### config.mk
export PLATFORM = sky130hd
export DESIGN_NAME = sb_stream_buf
export DESIGN_NICKNAME = d
export VERILOG_FILES = /design/src/rtl/sb_pkg.sv /design/src/rtl/sb_lru.sv /design/src/rtl/sb_tagq.sv /design/src/rtl/sb_stream.sv /design/src/rtl/sb_stream_buf.sv
export SDC_FILE = /design/constraint.sdc
export NUM_CORES = 1
export LEC_CHECK = 0
export BUFFER_PORTS_ARGS = -buffer_cell sky130_fd_sc_hd__buf_2
export CAP_MARGIN = 10
export CORE_MARGIN = 2
export CORE_UTILIZATION = 50
export DETAILED_ROUTE_END_ITERATION = 6
export PLACE_DENSITY = 0.67
export RECOVER_POWER = 25
export SLEW_MARGIN = 20
export SYNTH_ARGS = -nofsm -noshare
export SYNTH_HDL_FRONTEND = slang
export SYNTH_SLANG_ARGS = --single-unit
### constraint.sdc
create_clock -name clk_i -period 7.5 [get_ports clk_i]
set_input_delay 0.75 -clock clk_i [delete_from_list [all_inputs] [get_ports clk_i]]
set_output_delay 0.75 -clock clk_i [all_outputs]
set_load 0.01 [all_outputs]
### src/rtl/sb_pkg.sv
package sb_pkg;

  typedef enum logic [1:0] {
    LK_IDLE,
    LK_HIT,
    LK_STALL,
    LK_MISS
  } lk_res_e;

  function automatic int unsigned clog2_min1(input int unsigned n);
    return (n > 1) ? $clog2(n) : 1;
  endfunction

endpackage

### src/rtl/sb_lru.sv
module sb_lru #(
  parameter int NS = 2,
  localparam int NSW = sb_pkg::clog2_min1(NS)
) (
  input  logic           clk_i,
  input  logic           rst_ni,
  input  logic           touch_i,
  input  logic [NSW-1:0] touch_id_i,
  output logic [NSW-1:0] victim_o
);

  // rank 0 = most recent, NS-1 = least recent
  logic [NSW-1:0] rank [NS];

  always_ff @(posedge clk_i or negedge rst_ni) begin
    if (!rst_ni) begin
      for (int i = 0; i < NS; i++) rank[i] <= NSW'(i);
    end else if (touch_i) begin
      for (int i = 0; i < NS; i++) begin
        if (NSW'(i) == touch_id_i)            rank[i] <= '0;
        else if (rank[i] < rank[touch_id_i]) rank[i] <= rank[i] + 1'b1;
      end
    end
  end

  always_comb begin
    victim_o = '0;
    for (int i = 0; i < NS; i++)
      if (rank[i] == NSW'(NS - 1)) victim_o = NSW'(i);
  end

endmodule

### src/rtl/sb_tagq.sv
module sb_tagq #(
  parameter int W     = 3,
  parameter int DEPTH = 16,
  localparam int PW = sb_pkg::clog2_min1(DEPTH),
  localparam int CW = $clog2(DEPTH + 1)
) (
  input  logic         clk_i,
  input  logic         rst_ni,
  input  logic         push_i,
  input  logic [W-1:0] data_i,
  input  logic         pop_i,
  output logic [W-1:0] data_o,
  output logic         full_o,
  output logic         empty_o
);

  logic [W-1:0]  mem [DEPTH];
  logic [PW-1:0] wp, rp;
  logic [CW-1:0] cnt;
  logic          do_push, do_pop;

  assign full_o  = (cnt == CW'(DEPTH));
  assign empty_o = (cnt == '0);
  assign do_push = push_i && !full_o;
  assign do_pop  = pop_i && !empty_o;
  assign data_o  = mem[rp];

  always_ff @(posedge clk_i or negedge rst_ni) begin
    if (!rst_ni) begin
      wp  <= '0;
      rp  <= '0;
      cnt <= '0;
      for (int i = 0; i < DEPTH; i++) mem[i] <= '0;
    end else begin
      if (do_push) begin
        mem[wp] <= data_i;
        wp      <= (wp == PW'(DEPTH - 1)) ? '0 : wp + 1'b1;
      end
      if (do_pop) rp <= (rp == PW'(DEPTH - 1)) ? '0 : rp + 1'b1;
      cnt <= cnt + CW'(do_push) - CW'(do_pop);
    end
  end

endmodule

### src/rtl/sb_stream.sv
module sb_stream #(
  parameter int DEPTH = 4,
  parameter int AW    = 16,
  parameter int DW    = 32,
  localparam int SW = sb_pkg::clog2_min1(DEPTH)
) (
  input  logic          clk_i,
  input  logic          rst_ni,
  input  logic          alloc_i,
  input  logic [AW-1:0] alloc_addr_i,
  input  logic          pop_i,
  input  logic          iss_i,
  input  logic          fill_i,
  input  logic [SW-1:0] fill_slot_i,
  input  logic [DW-1:0] fill_data_i,
  output logic          vld_o,
  output logic [AW-1:0] head_tag_o,
  output logic          head_rdy_o,
  output logic [DW-1:0] head_data_o,
  output logic          iss_req_o,
  output logic [AW-1:0] iss_addr_o,
  output logic [SW-1:0] iss_slot_o
);

  logic             vld;
  logic [SW-1:0]    hp;
  logic [AW-1:0]    tag  [DEPTH];
  logic [DW-1:0]    data [DEPTH];
  logic [DEPTH-1:0] rdy;   // data arrived
  logic [DEPTH-1:0] isd;   // request issued
  logic [SW-1:0]    hp_nxt;

  assign hp_nxt = (hp == SW'(DEPTH - 1)) ? '0 : hp + 1'b1;

  always_ff @(posedge clk_i or negedge rst_ni) begin
    if (!rst_ni) begin
      vld <= 1'b0;
      hp  <= '0;
      rdy <= '0;
      isd <= '0;
      for (int k = 0; k < DEPTH; k++) tag[k] <= '0;
    end else if (alloc_i) begin
      vld <= 1'b1;
      hp  <= '0;
      rdy <= '0;
      isd <= '0;
      for (int k = 0; k < DEPTH; k++) tag[k] <= alloc_addr_i + AW'(k + 1);
    end else begin
      if (iss_i)  isd[iss_slot_o] <= 1'b1;
      if (fill_i) rdy[fill_slot_i] <= 1'b1;
      if (pop_i) begin
        // freed head slot becomes the new tail: one past the old tail
        tag[hp] <= tag[hp] + AW'(DEPTH);
        rdy[hp] <= 1'b0;
        isd[hp] <= 1'b0;
        hp      <= hp_nxt;
      end
    end
  end

  always_ff @(posedge clk_i) begin
    if (fill_i && !alloc_i) data[fill_slot_i] <= fill_data_i;
  end

  // oldest unissued slot in FIFO order
  always_comb begin
    logic [SW-1:0] idx;
    iss_req_o  = 1'b0;
    iss_slot_o = '0;
    for (int k = DEPTH - 1; k >= 0; k--) begin
      idx = SW'((int'(hp) + k) % DEPTH);
      if (!isd[idx]) begin
        iss_req_o  = vld;
        iss_slot_o = idx;
      end
    end
  end

  assign iss_addr_o  = tag[iss_slot_o];
  assign vld_o       = vld;
  assign head_tag_o  = tag[hp];
  assign head_rdy_o  = rdy[hp];
  assign head_data_o = data[hp];

endmodule

### src/rtl/sb_stream_buf.sv
module sb_stream_buf
  import sb_pkg::*;
#(
  parameter int NS    = 2,
  parameter int DEPTH = 4,
  parameter int AW    = 16,
  parameter int DW    = 32
) (
  input  logic          clk_i,
  input  logic          rst_ni,
  input  logic          lk_valid_i,
  input  logic [AW-1:0] lk_addr_i,
  output logic          lk_done_o,
  output logic          lk_hit_o,
  output logic [DW-1:0] lk_data_o,
  output logic          mem_req_o,
  output logic [AW-1:0] mem_addr_o,
  input  logic          mem_gnt_i,
  input  logic          mem_rvalid_i,
  input  logic [DW-1:0] mem_rdata_i
);

  localparam int NSW = clog2_min1(NS);
  localparam int SW  = clog2_min1(DEPTH);
  localparam int TQ  = 2 * NS * DEPTH;
  localparam int TW  = NSW + SW;
  localparam int CW  = $clog2(TQ + 1);

  logic [NS-1:0] vld, head_rdy, iss_req, iss_go, pop, alloc, fill, hit_vec;
  logic [AW-1:0] head_tag  [NS];
  logic [DW-1:0] head_data [NS];
  logic [AW-1:0] iss_addr  [NS];
  logic [SW-1:0] iss_slot  [NS];
  logic [CW-1:0] out_cnt   [NS];
  logic [CW-1:0] drop_cnt  [NS];

  logic [NS*AW-1:0] head_tag_flat;
  logic [NS*CW-1:0] out_flat, drop_flat;

  logic           hit_any, iss_any, grant;
  logic [NSW-1:0] hit_sel, iss_sel, victim, touch_id;
  lk_res_e        lk_res;

  logic           tq_full, tq_empty;
  logic [TW-1:0]  tq_din, tq_dout;
  logic [NSW-1:0] rsp_strm;
  logic [SW-1:0]  rsp_slot;

  // ---------------- lookup ----------------
  always_comb begin
    hit_any = 1'b0;
    hit_sel = '0;
    for (int s = NS - 1; s >= 0; s--) begin
      if (hit_vec[s]) begin
        hit_any = 1'b1;
        hit_sel = NSW'(s);
      end
    end
  end

  always_comb begin
    if (!lk_valid_i)            lk_res = LK_IDLE;
    else if (!hit_any)          lk_res = LK_MISS;
    else if (head_rdy[hit_sel]) lk_res = LK_HIT;
    else                        lk_res = LK_STALL;
  end

  assign lk_done_o = (lk_res == LK_HIT) || (lk_res == LK_MISS);
  assign lk_hit_o  = (lk_res == LK_HIT);
  assign lk_data_o = (lk_res == LK_HIT) ? head_data[hit_sel] : '0;
  assign touch_id  = (lk_res == LK_HIT) ? hit_sel : victim;

  sb_lru #(.NS(NS)) u_lru (
    .clk_i      (clk_i),
    .rst_ni     (rst_ni),
    .touch_i    (lk_done_o),
    .touch_id_i (touch_id),
    .victim_o   (victim)
  );

  // ---------------- request issue ----------------
  always_comb begin
    iss_any = 1'b0;
    iss_sel = '0;
    for (int s = NS - 1; s >= 0; s--) begin
      if (iss_req[s]) begin
        iss_any = 1'b1;
        iss_sel = NSW'(s);
      end
    end
  end

  assign mem_req_o  = iss_any && !tq_full;
  assign mem_addr_o = iss_addr[iss_sel];
  assign grant      = mem_req_o && mem_gnt_i;
  assign tq_din     = {iss_sel, iss_slot[iss_sel]};
  assign {rsp_strm, rsp_slot} = tq_dout;

  sb_tagq #(.W(TW), .DEPTH(TQ)) u_tagq (
    .clk_i   (clk_i),
    .rst_ni  (rst_ni),
    .push_i  (grant),
    .data_i  (tq_din),
    .pop_i   (mem_rvalid_i),
    .data_o  (tq_dout),
    .full_o  (tq_full),
    .empty_o (tq_empty)
  );

  // ---------------- streams ----------------
  for (genvar s = 0; s < NS; s++) begin : g_strm
    logic          rsp_here;
    logic [CW-1:0] out_nxt;

    assign hit_vec[s] = lk_valid_i && vld[s] && (head_tag[s] == lk_addr_i);
    assign pop[s]     = (lk_res == LK_HIT) && (hit_sel == NSW'(s));
    assign alloc[s]   = (lk_res == LK_MISS) && (victim == NSW'(s));
    assign iss_go[s]  = grant && (iss_sel == NSW'(s));
    assign rsp_here   = mem_rvalid_i && !tq_empty && (rsp_strm == NSW'(s));
    assign fill[s]    = rsp_here && (drop_cnt[s] == '0);
    assign out_nxt    = out_cnt[s] + CW'(iss_go[s]) - CW'(rsp_here);

    // responses still owed to this stream; on reload all become stale
    always_ff @(posedge clk_i or negedge rst_ni) begin
      if (!rst_ni) begin
        out_cnt[s]  <= '0;
        drop_cnt[s] <= '0;
      end else begin
        out_cnt[s] <= out_nxt;
        if (alloc[s])                           drop_cnt[s] <= out_nxt;
        else if (rsp_here && drop_cnt[s] != '0) drop_cnt[s] <= drop_cnt[s] - 1'b1;
      end
    end

    sb_stream #(.DEPTH(DEPTH), .AW(AW), .DW(DW)) u_stream (
      .clk_i        (clk_i),
      .rst_ni       (rst_ni),
      .alloc_i      (alloc[s]),
      .alloc_addr_i (lk_addr_i),
      .pop_i        (pop[s]),
      .iss_i        (iss_go[s]),
      .fill_i       (fill[s]),
      .fill_slot_i  (rsp_slot),
      .fill_data_i  (mem_rdata_i),
      .vld_o        (vld[s]),
      .head_tag_o   (head_tag[s]),
      .head_rdy_o   (head_rdy[s]),
      .head_data_o  (head_data[s]),
      .iss_req_o    (iss_req[s]),
      .iss_addr_o   (iss_addr[s]),
      .iss_slot_o   (iss_slot[s])
    );

    assign head_tag_flat[s*AW +: AW] = head_tag[s];
    assign out_flat[s*CW +: CW]      = out_cnt[s];
    assign drop_flat[s*CW +: CW]     = drop_cnt[s];
  end

endmodule

## After elaboration in Yosys (flattened, before gate mapping)

Memories as Yosys holds them, arrays and structs flattened.
Cells that the tools add are included.

- Flip-flop bits (word level): 233
- RAM bits: 256
- Bits of input ports: 53
- Memories: 2

- Add/sub/neg operators: 26
- $lt $le $gt $ge: 31
- Equality and inequality tests: 10
- Mux-type cells: 136
- Bitwise logic cells: 23
- Reductions and logical operators: 47

Memories:

| memory | words | width | rd ports | clocked after Yosys merged registers in | wr ports | RTL line | source |
|---|---|---|---|---|---|---|---|
| g_strm[0].u_stream.data | 4 | 32 | 1 | 0 | 1 | sb_stream.sv:28 | `logic [DW-1:0] data [DEPTH];` |
| g_strm[1].u_stream.data | 4 | 32 | 1 | 0 | 1 | sb_stream.sv:28 |  |

Operators by type and width:

| kind | number |
|---|---|
| $mux 64 | 4 |
| $mux 16 | 13 |
| $bmux 16 s2 | 4 |
| $bwmux 64 | 2 |
| $mux 32 | 4 |
| $mux 4 | 18 |
| $demux 16 s2 | 2 |
| $add 16x3->16 const B | 3 |
| $bwmux 48 | 1 |
| $mux 1 | 44 |
| $mux 2 | 20 |
| $lt 2x3->1 const B | 11 |
| $add 16x2->16 const B | 2 |
| $eq 16x16->1 | 2 |
| $logic_and 1x1->1 | 30 |
| $bmux 1 s2 | 10 |
| $mux 5 | 4 |
| $add 16x1->16 const B | 1 |
| $and 4x4->4 | 4 |
| $or 4x4->4 | 4 |
| $add 5x1->5 | 3 |
| $logic_not 5->1 | 3 |
| $sub 5x1->5 | 3 |
| $bmux 3 s4 | 1 |
| 31 further kinds | 80 |

## Longest topological paths before layout

- Depth in word-level cells: 22
- Depth in mapped cells: 17
- Mapped depth without buffers: 17

## Hierarchy

Synthesis repeated with hierarchy kept, for this count alone.

- Cells, all modules: 2108
- Area total of the unflattened synthesis: 25976.2 um^2

By module, submodules not included:

| module | instances | cells each | area each (um^2) |
|---|---|---|---|
| sb_stream (g_strm[0].u_stream) | 1 | 797 | 10319.9 |
| sb_stream (g_strm[1].u_stream) | 1 | 789 | 10251.1 |
| sb_tagq | 1 | 233 | 3042.9 |
| sb_stream_buf | 1 | 282 | 2287.2 |
| sb_lru | 1 | 7 | 75.1 |

## Worst setup path before layout

Ideal clock, no wire load.

- Path kind: reg2reg
- Start point: reg g_strm[0].u_stream.hp[0]
- End point: mem g_strm[0].u_stream.data[0][0], enable pin
- Library setup time: 0.501 ns
- Data arrival time: 5.498 ns
- Required time: 6.999 ns
- Setup slack: 1.500 ns
- Cell stages (with the launch flop): 11
- Buffers on the path: 3
- Path through: dfrtp_1 -> buf_6 -> buf_6 -> mux4_2 -> xnor2_1 -> and4_1 -> o2111ai_1 -> o21ai_4 -> nor3_2 -> buf_2 -> nor4_1

- Cells in the longest elaborated chain, start to end: 18
- Elaborated cells on any way between the ends: 21
- Those cells by class: eq/ne: 2; mux: 14; bitwise: 1; reduce/logical: 4

RTL lines:

| item | RTL line | source |
|---|---|---|
| from (decl) | sb_stream.sv:26 | `logic [SW-1:0] hp;` |
| from (signal assigned) | sb_stream.sv:56 | `hp <= hp_nxt;` |
| $not 2->3 (not written as such) | sb_stream.sv:81 | `assign head_tag_o = tag[hp];` |
| $bmux 16 s2 | sb_stream.sv:81 |  |
| $mux 16 (not written as such) (2 in series) | sb_stream.sv:81 |  |
| $eq 16x16->1 | sb_stream_buf.sv:115 | `assign hit_vec[s] = lk_valid_i && vld[s] && (head_tag[s] == lk_addr_i);` |
| $logic_and 1x1->1 | sb_stream_buf.sv:115 |  |
| $mux 1 | sb_stream_buf.sv:54 | `if (hit_vec[s]) begin` |
| $mux 1 (not written as such) (2 in series) | sb_stream_buf.sv:64 | `else if (head_rdy[hit_sel]) lk_res = LK_HIT;` |
| $mux 2 | sb_stream_buf.sv:64 |  |
| $mux 2 * | sb_stream_buf.sv:63 | `else if (!hit_any) lk_res = LK_MISS;` |
| $mux 2 * | sb_stream_buf.sv:62 | `if (!lk_valid_i) lk_res = LK_IDLE;` |
| $eq 2x2->1 * | sb_stream_buf.sv:117 | `assign alloc[s] = (lk_res == LK_MISS) && (victim == NSW'(s));` |
| $logic_and 1x1->1 * | sb_stream_buf.sv:117 |  |
| $logic_not 1->1 * | sb_stream.sv:62 | `if (fill_i && !alloc_i) data[fill_slot_i] <= fill_data_i;` |
| $logic_and 1x1->1 * | sb_stream.sv:62 |  |
| $mux 1 * | sb_stream.sv:62 |  |
| $mux 1 (not written as such) * | sb_stream.sv:62 |  |
| to (decl) | sb_stream.sv:28 |  |

Mark *: on every way between the ends. The rest lies on a longest branch, timed or not. The select of a mux whose other input is x is not followed.

## Worst setup path after layout

- Start point: reg g_strm[0].u_stream.hp[0]
- End point: out lk_done_o

- Cells in the longest elaborated chain, start to end: 14
- Elaborated cells on any way between the ends: 18
- Those cells by class: eq/ne: 3; mux: 12; bitwise: 1; reduce/logical: 2

RTL lines:

| item | RTL line | source |
|---|---|---|
| $not 2->3 (not written as such) | sb_stream.sv:81 |  |
| $bmux 16 s2 | sb_stream.sv:81 |  |
| $mux 16 (not written as such) (2 in series) | sb_stream.sv:81 |  |
| $eq 16x16->1 | sb_stream_buf.sv:115 |  |
| $logic_and 1x1->1 | sb_stream_buf.sv:115 |  |
| $mux 1 | sb_stream_buf.sv:54 |  |
| $mux 1 (not written as such) (2 in series) | sb_stream_buf.sv:64 |  |
| $mux 2 | sb_stream_buf.sv:64 |  |
| $mux 2 * | sb_stream_buf.sv:63 |  |
| $mux 2 * | sb_stream_buf.sv:62 |  |
| $eq 2x1->1 / $eq 2x2->1 (equally long branches) | sb_stream_buf.sv:68 | `assign lk_done_o = (lk_res == LK_HIT) \|\| (lk_res == LK_MISS);` |
| $logic_or 1x1->1 * | sb_stream_buf.sv:68 |  |
| to (decl) | sb_stream_buf.sv:13 | `output logic lk_done_o,` |

Marks and branches as above.

==> impl_metrics.toml <==
[timing]
hold_viol = 0
drv_slew = 0
clock.fmax_mhz = 180
period_share_pct = 74.3
max_slew_margin_pct = 21.1
rsz0062_at_grt = "false"
worst_pin_slew_ns = 1.18
setup_violations = 0
fin_crit_ns = 5.57
clock_skew_ns = 0.0566
setup_tns_ns = 0

[setup_path]
critPathKind = "reg -> out"
critPathSlowestCell = "dfrtp_4"
critical-path-max-stage-delay_ns = 0.98
crit_arrival_ns = 4.82
start_kind = "flop"
path_max_fanout = 41
worstSetupEndpointType = "output pin"
worstPathCellList = "buf_4 > mux4_2 > xnor2_1 > nand4_1 > nor2_2 > nand2_1 > a211oi_1 > buf_2"
required_ns = 6.75

[clock_network]
clk_latency_ns = 0.64
root_buffer = "clkbuf_16"
cts_setup_buffers = 0
ctsResizeCount = 0
cts_made_buffers = 52
cts_hold_buf = 0
clock_path_buffers = 3
cts_tree = "built"
clock-sinks = 489
ctsHtreeMaxLevel = 2
path_clk_slew_ns = 0.06

[synthesis]
synthCells = 1855
yosysSeqAreaShare_pct = 52.8
synth_top_family_by_area = "multiplexers"
postSynthAreaPerCell_sq_um = 13.8
synth_compound_area_share_pct = 4.39
synth_area_leaders = "edfxtp_1 (30%), dfrtp_1 (23%), mux4_2 (13%), mux2i_1 (10%), xnor2_1 (2.9%)"
async_flop_share_pct = 47.6
synthMuxAreaShare_pct = 24.9
ys_ff_latch = 489
synth_adder_area_share_pct = 2.09
yosysTopAreaCell = "edfxtp_1"
synth_nets = 1949
netlist_area_sq_um = 25600
synth_top_cell_area_share_pct = 30.0
synth-main-ff-cell = "edfxtp_1"
synth-xor-area-share_pct = 4.57
yosys.area_share.simple_pct = 6.70
synth_edf_count = 256
ys_types = 82
synth_warnings = 0

[power_and_ir_drop]
seqPwrFrac_pct = 41.4
switching_share_pct = 33.6
p_int_w = 0.00625
peakVddDrop_v = 0.000206
p_leak_nw = 11.0
clock_power_share_pct = 27.6
power.density_nw_per_um2 = 332
combPwrFrac_pct = 31.0
netSwitchingPower_w = 0.00317

[run]
cap_violations = 0

[grt]
grt_use_total_pct = 25.1
grt_pass1_vias = 16500
grt_pass1_wl_mm = 101
antenna_found_initial = 4
grt_overflow_total = 0
grt_start_max_net_pins = 131

[die]
num_rows = 82
die_height_um = 230
coreArea_sq_um = 50400
start_util_pct = 50.8
die_x_um = 230
ios = 104
die-area_sq_um = 53000

[finish]
final_nets = 2021
area_delta_synth_final_pct = 10.6
drive_above_1_share_pct = 20.3
utilization_pct = 56.2
finalNonFillerCells = 2642

[placement]
post-dp-hpwl_mm = 41.6
gp_congestion = 0.905
io_buffers = 103
placedCellCount = 2545

[worst_hold_path]
hp-class = "in -> async"

[route]
dr.pass1.iters = 5
num_vias = 16000
post-route-drc-count = 0
vias_per_cell = 6.04
routedWlPerCell_um = 24.6
ant_nets = 0
dr.first_iter.drc_count = 1543
drt-total-wl_mm = 65.0

[run_status]
status = "complete, no violations"
==> cell families after synthesis <==
kind of cell,after synthesis
muxes,451
DFF,489
xor gates and xnor gates,131
buffers and inverters,239
AOI/OAI and AO/OA,161
and+or+nand+nor,343
adders and majority gates,41
==> cell usage after synthesis, drive strengths merged (20+ instances only) <==
library cell,n
ha,38
mux2i,263
nor3,28
xor2,43
xnor2,88
and3,20
o21ai,46
o22ai,33
mux2,45
nand2,135
nand4,27
nand3,44
dfrtp,232
nor2,37
a21oi,37
inv,121
clkbuf,41
edfxtp,256
mux4,143
buf,75
==> power by group through the flow <==
stage	Clock (W)	Combinational [W]	Sequential, W
6_report	0.00260	0.00292	0.00390
5_1_grt	0.00275	0.00318	0.00398
2_1_floorplan	0	0.00223	0.00371
4_1_cts	0.00264	0.00291	0.00388
3_3_place_gp	0	0.00283	0.00390
3_5_place_dp	0	0.00289	0.00393
==> metrics by stage <==
stage          area (sq um)  total power (W)  hold WS (ns)  worst slack, ns
6_report              28300          0.00941         0.146             1.93
5_1_grt               28300          0.00991         0.225             1.50
4_1_cts               28400          0.00944         0.172             1.88
3_5_place_dp          26600          0.00681         0.465             2.38
3_3_place_gp          26600          0.00673         0.457             2.50
2_1_floorplan         25600          0.00594         0.445             1.50
==> final timing paths <==
check                                              start                              to  slack [ns]  depth (start not counted)
worst max-delay path            g_strm[0].u_stream.hp[0]                       lk_done_o        1.93                          8
worst min-delay path                              rst_ni                  u_tagq.mem[45]        0.15                          1
worst max register to register  g_strm[0].u_stream.hp[0]      g_strm[0].u_stream.tag[41]        2.27                         10
worst min register to register            u_tagq.mem[14]                  u_tagq.mem[14]        0.47                          2
max in group asynchronous                         rst_ni      g_strm[1].u_stream.tag[39]        6.05                          2
min in group clk_i                       mem_rdata_i[24]  g_strm[1].u_stream.data[2][24]        0.45                          1
==> registers in the layout (all words and copies together), names as in the netlist <==
signal                 cells
u_tagq.mem                48
g_strm.u_stream.isd        8
g_strm.u_stream.rdy        8
g_strm.u_stream.data     256
u_tagq.rp                  4
drop_cnt                  10
u_tagq.wp                  4
out_cnt                   10
g_strm.u_stream.vld_o      2
g_strm.u_stream.hp         4
g_strm.u_stream.tag      128
u_lru.rank                 2
u_tagq.cnt                 5
==> area by class of cell <==
cell class / instances / area [sq um]
fillers: 4018 / 22100
diodes: 2 / 5.00
clock inverters: 18 / 244
repair buffers: 134 / 731
well taps: 672 / 841
inverters: 123 / 462
flip-flops and latches: 489 / 13500
multi-input cells: 1127 / 11000
clock buffers: 77 / 1500
==> worst max-delay path: cells and delay by family, from the launching register on <==
family	cells	cell delay (ns)
compound gates	1	0.57
xor+xnor	1	0.28
simple gates	3	1.04
flops	1	0.98
mux	1	0.61
buf+inv	2	0.67
==> metal layers <==
layer,vias up,wire length [um],global-route usage (%),share of wire [%]
met1,8285,28700,35.8,44
met5,-,27,0,0.042
li1,7045,-,-,-
met2,511,30200,39.2,46
met4,4,1850,8.06,2.9
met3,117,4200,4.66,6.5
==> cell usage in the layout (no fill, tap or decap), drive strengths merged, types with 43 or more instances in the layout <==
cell type	n
xnor2	88
dfrtp	232
clkbuf	109
o21ai	46
buf	102
edfxtp	256
mux2	45
xor2	43
nand3	44
nand2	135
mux4	143
mux2i	263
inv	121
Note: power is estimated with default switching activity, not from simulation.
